File: src/rtl/stk_alu.sv
module stk_alu #(
  parameter int W   = 18,
  parameter int OPW = 5
) (
  input  logic           clk,
  input  logic           rst,
  input  logic           start,
  input  logic [OPW-1:0] op,
  input  logic [W-1:0]   t_in,
  input  logic [W-1:0]   s_in,
  input  logic [W-1:0]   a_in,
  output logic [W-1:0]   result,
  output logic [W-1:0]   s_out,
  output logic [W-1:0]   a_out,
  output logic           carry,
  output logic           busy,
  output logic           done
);
  localparam int LO = W / 2;
  localparam int HI = W - LO;
  localparam logic [OPW-1:0] OP_INV = OPW'(0);
  localparam logic [OPW-1:0] OP_SHL = OPW'(1);
  localparam logic [OPW-1:0] OP_SHR = OPW'(2);
  localparam logic [OPW-1:0] OP_ADD = OPW'(3);
  localparam logic [OPW-1:0] OP_SAD = OPW'(4);

  logic          two_cyc;
  logic [W-1:0]  addend;
  logic [LO:0]   lo_sum;
  logic [HI:0]   hi_sum;
  logic [W-1:0]  single;
  logic [LO-1:0] lo_q;
  logic          cy_q;
  logic [HI-1:0] th_q, ah_q;
  logic          is_add_q;
  logic [W-1:0]  s_nx, a_nx;

  assign two_cyc = (op == OP_ADD) || (op == OP_SAD);
  assign addend  = (op == OP_SAD && !a_in[0]) ? '0 : s_in;
  assign lo_sum  = {1'b0, t_in[LO-1:0]} + {1'b0, addend[LO-1:0]};
  assign hi_sum  = {1'b0, th_q} + {1'b0, ah_q} + {{HI{1'b0}}, cy_q};

  always_comb begin
    case (op)
      OP_INV:  single = ~t_in;
      OP_SHL:  single = {t_in[W-2:0], 1'b0};
      OP_SHR:  single = {1'b0, t_in[W-1:1]};
      default: single = t_in;
    endcase
  end

  always_ff @(posedge clk) begin
    if (rst) begin
      result   <= '0;
      s_out    <= '0;
      a_out    <= '0;
      carry    <= 1'b0;
      busy     <= 1'b0;
      done     <= 1'b0;
      lo_q     <= '0;
      cy_q     <= 1'b0;
      th_q     <= '0;
      ah_q     <= '0;
      is_add_q <= 1'b0;
      s_nx     <= '0;
      a_nx     <= '0;
    end else begin
      done <= 1'b0;
      if (busy) begin
        busy   <= 1'b0;
        done   <= 1'b1;
        result <= {hi_sum[HI-1:0], lo_q};
        if (is_add_q) begin
          carry <= hi_sum[HI];
        end else begin
          s_out <= s_nx;
          a_out <= a_nx;
        end
      end else if (start) begin
        if (two_cyc) begin
          busy     <= 1'b1;
          lo_q     <= lo_sum[LO-1:0];
          cy_q     <= lo_sum[LO];
          th_q     <= t_in[W-1:LO];
          ah_q     <= addend[W-1:LO];
          is_add_q <= (op == OP_ADD);
          s_nx     <= {s_in[W-2:0], 1'b0};
          a_nx     <= {1'b0, a_in[W-1:1]};
        end else begin
          result <= single;
          done   <= 1'b1;
        end
      end
    end
  end
endmodule

File: config.mk
export PLATFORM = sky130hd
export DESIGN_NAME = stk_alu
export DESIGN_NICKNAME = d
export VERILOG_FILES = /design/src/rtl/stk_alu.sv
export SDC_FILE = /design/constraint.sdc
export NUM_CORES = 1
export LEC_CHECK = 0
export BUFFER_PORTS_ARGS = -buffer_cell sky130_fd_sc_hd__clkbuf_2
export CELL_PAD_IN_SITES_DETAIL_PLACEMENT = 1
export CELL_PAD_IN_SITES_GLOBAL_PLACEMENT = 1
export CORE_MARGIN = 2
export CORE_UTILIZATION = 25
export CTS_BUF_LIST = sky130_fd_sc_hd__clkbuf_8 sky130_fd_sc_hd__clkbuf_16
export CTS_CLUSTER_SIZE = 28
export DETAILED_ROUTE_END_ITERATION = 8
export MAX_ROUTING_LAYER = met4
export PLACE_DENSITY = 0.56
export SLEW_MARGIN = 20
export SYNTH_ARGS = -nofsm -noshare
export SYNTH_HDL_FRONTEND = slang
export SYNTH_SLANG_ARGS = --single-unit
File: constraint.sdc
create_clock -name clk -period 2.45 [get_ports clk]
set_clock_uncertainty 0.15 [all_clocks]
set_input_delay 0.245 -clock clk [delete_from_list [all_inputs] [get_ports clk]]
set_output_delay 0.245 -clock clk [all_outputs]
set_load 0.02 [all_outputs]
==> reports/qor.yml <==
grt_max_degree: 53
p_leak_nw: 3.066
area_growth_pct: 35.43
met1_length_mm: 9.272
utilization: 0.3450
start_util: 0.2547
wirelength_mm: 19.79
num_antenna_cells: 0
ir_drop_uv: 409.8
slew_violations: 0
htreeDepth: 4
drive_gt1_frac: 0.2307
hp-class: "in -> reg"
fin_tns_setup_ps: 0
ys_seq_area_frac: 0.4096
synth_cell_types: 62
syn-cell-area_um2: 5767
rsz0062_at_grt: "false"
dieHeight_um: 155.9
grt_pass1_vias: 5845
rows: 55
critical_path.cell_chain: "inv_1 > fa_1 > inv_1 > fa_1 > a211oi_2 > nor4b_1 > a211oi_1 > xor2_1 > o22ai_1"
cts_setup_buffers: 0
vias: 5754
critPathSlowestCell: "fa_1"
avgSynthCellArea_um2: 7.720
gp_congestion: 0.8065
fin_crit_sh: 0.9062
synthCells: 747
io_buffers: 116
pin_count: 119
slew_headroom: 0.4578
outcome: "completed"
dpl.hpwl_mm: 13.89
yosysWarnings: 0
critPathMaxStageDelay_ps: 430
post-route-min-period_ps: 2220
die_area_um2: 24300
cts_tree: "built"
path_clk_slew_ps: 60
cp_max_fo: 3
grt_pass1_wl_mm: 31.61
dr_wl_met3_um: 435
clk_path_buf_depth: 2
synth_edf_count: 0
antenna_found_initial: 0
synth-main-ff-cell: "dfxtp_1"
worst_setup_path_start_kind: "flop"
cp.required_ps: 2590
wl_met2_mm: 9.889
die_x_um: 155.9
fp.coreArea_um2: 22640
finalHoldViolCount: 0
arrival_ps: 2360
drv_cap: 0
top_layer_used: "met4"
clkLatencyLatePin_ps: 420
cts_root_buf: "clkbuf_16"
first_iter_violations: 242
powerDensity_nw_per_um2: 635.8
grtUsageTotal: 0.1705
ys_async_sr_fraction: 0
drt_pass1_iterations: 4
crit_type: "reg -> reg"
tightest_slew_ps: 810.3
ant_nets: 0
setup_violations: 0
end_kind: "flop"
cts_made_buffers: 17
hold_ws_ps: 19.78
route.detailed.drc: 0
cts.sinks: 118
p_total_mw: 4.966
avgViaCountPerCell: 4.779
ys_seq_elements: 118
fmax_mhz: 450.4
nets: 988
routedWlPerCell_um: 16.44
grt_overflow: 0
-- cells in the mapped netlist (all sizes together) (5+ instances only) --
library cell	count	area, µm²
nand2	210	788.3
dfxtp	118	2362
a21oi	112	560.5
o21ai	50	257.8
clkbuf	29	108.9
buf	25	140.1
nor2	21	78.83
ha	17	212.7
a211oi	16	125.1
nand3	13	65.06
inv	11	41.29
and2	10	62.56
nand2b	10	62.56
o22ai	8	50.05
mux2i	7	70.07
a21o	6	45.04
a22o	6	52.55
a21boi	5	37.54
nand3b	5	37.54
-- stage by stage --
step | instances | worst slack [ps] | cell area, µm²
after floorplan | 748 | -39.55 | 5844
after global placement | 1132 | 72.05 | 6848
after detailed placement | 1132 | 37.00 | 6848
after CTS | 1204 | 110.5 | 7805
after global routing | 1204 | 37.10 | 7810
final | 1204 | 229.9 | 7810
-- state kept, by name, indices dropped and copies added (netlist names) --
name / count
cy_q: 1
result: 18
carry: 1
done: 1
is_add_q: 1
lo_q: 9
s_nx: 17
th_q: 9
busy: 1
ah_q: 9
a_out: 17
a_nx: 17
s_out: 17
-- critical path, delay by kind of cell (launching register included) --
family                     cells  cell delay [ps]
AOI/OAI and AO/OA              3              570
xor gates and xnor gates       1              190
adders and majority gates      2              640
buffers and inverters          2              160
DFF                            1              300
and+or+nand+nor                1               90
-- routing by layer --
metal | up-vias | global-route usage
met5 | - | -
met4 | 0 | 0.04631
met3 | 14 | 0.02722
met2 | 71 | 0.2935
met1 | 2761 | 0.2073
li1 | 2908 | -
-- layout make-up --
| class | count | area (µm²) |
|---|---|---|
| Clock buffer | 17 | 425.4 |
| Multi-Input combinational cell | 565 | 3192 |
| Inverter | 11 | 43.79 |
| Sequential cell | 118 | 2362 |
| Tap cell | 285 | 356.6 |
| Clock inverter | 15 | 131.4 |
| Timing Repair Buffer | 193 | 1299 |
| Fill cell | 2742 | 14830 |
-- power breakdown --
part	total (mW)	switching (mW)	leakage, nW	internal [mW]
registers	1.98	0.0215	0.956	1.96
clock network	2.41	1.07	0.280	1.34
logic	0.576	0.330	1.83	0.246
total	4.97	1.42	3.07	3.54
-- kinds of logic after synthesis --
| kind of cell | synth area share |
|---|---|
| muxes | 0.01410 |
| adders and majority gates | 0.04730 |
| DFF | 0.4096 |
| and+or+nand+nor | 0.2226 |
| buffers and inverters | 0.05033 |
| other | 0.0006503 |
| AOI/OAI and AO/OA | 0.2447 |
| xor gates and xnor gates | 0.01063 |
-- cell usage in the layout (no fill, tap or decap), types with 4 or more instances in the layout --
cell           synthesis  routed
and2_1                10       8
inv_6                  0       8
a21o_1                 6       6
nand2b_1              10       9
mux2i_1                7       7
nand3b_1               5       5
a31oi_1                4       4
o21ai_1               10      11
a21oi_1              112     110
nand2_1              210     210
dfxtp_1              118     118
a22o_1                 6       6
ha_1                  17      15
clkbuf_2               0     115
inv_1                 11       9
buf_4                  6      35
o22ai_1                8       8
dlygate4sd3_1          0      40
clkbuf_16              0      17
o21ai_0               38      37
nand3_1               13      13
xnor2_1                4       4
a21boi_0               5       5
a211oi_1              15      14
nor2_1                21      19
-- worst paths after layout --
kind / start / endpoint / slack [ps] / cells after the start
max: cy_q / result[17] / 230 / 9
min: t_in[9] / th_q[0] / 20 / 3
max reg2reg: cy_q / result[17] / 230 / 9
min reg2reg: lo_q[3] / result[3] / 290 / 2
-- repair_timing --
| action | 4_1_cts | 5_1_grt |
|---|---|---|
| hold endpoints to repair | 50 | 0 |
| resized for setup | 0 | 1 |
| setup endpoints to repair | 0 | 1 |
| hold buffers | 40 | 0 |
Power figures use the tool's default switching activity.
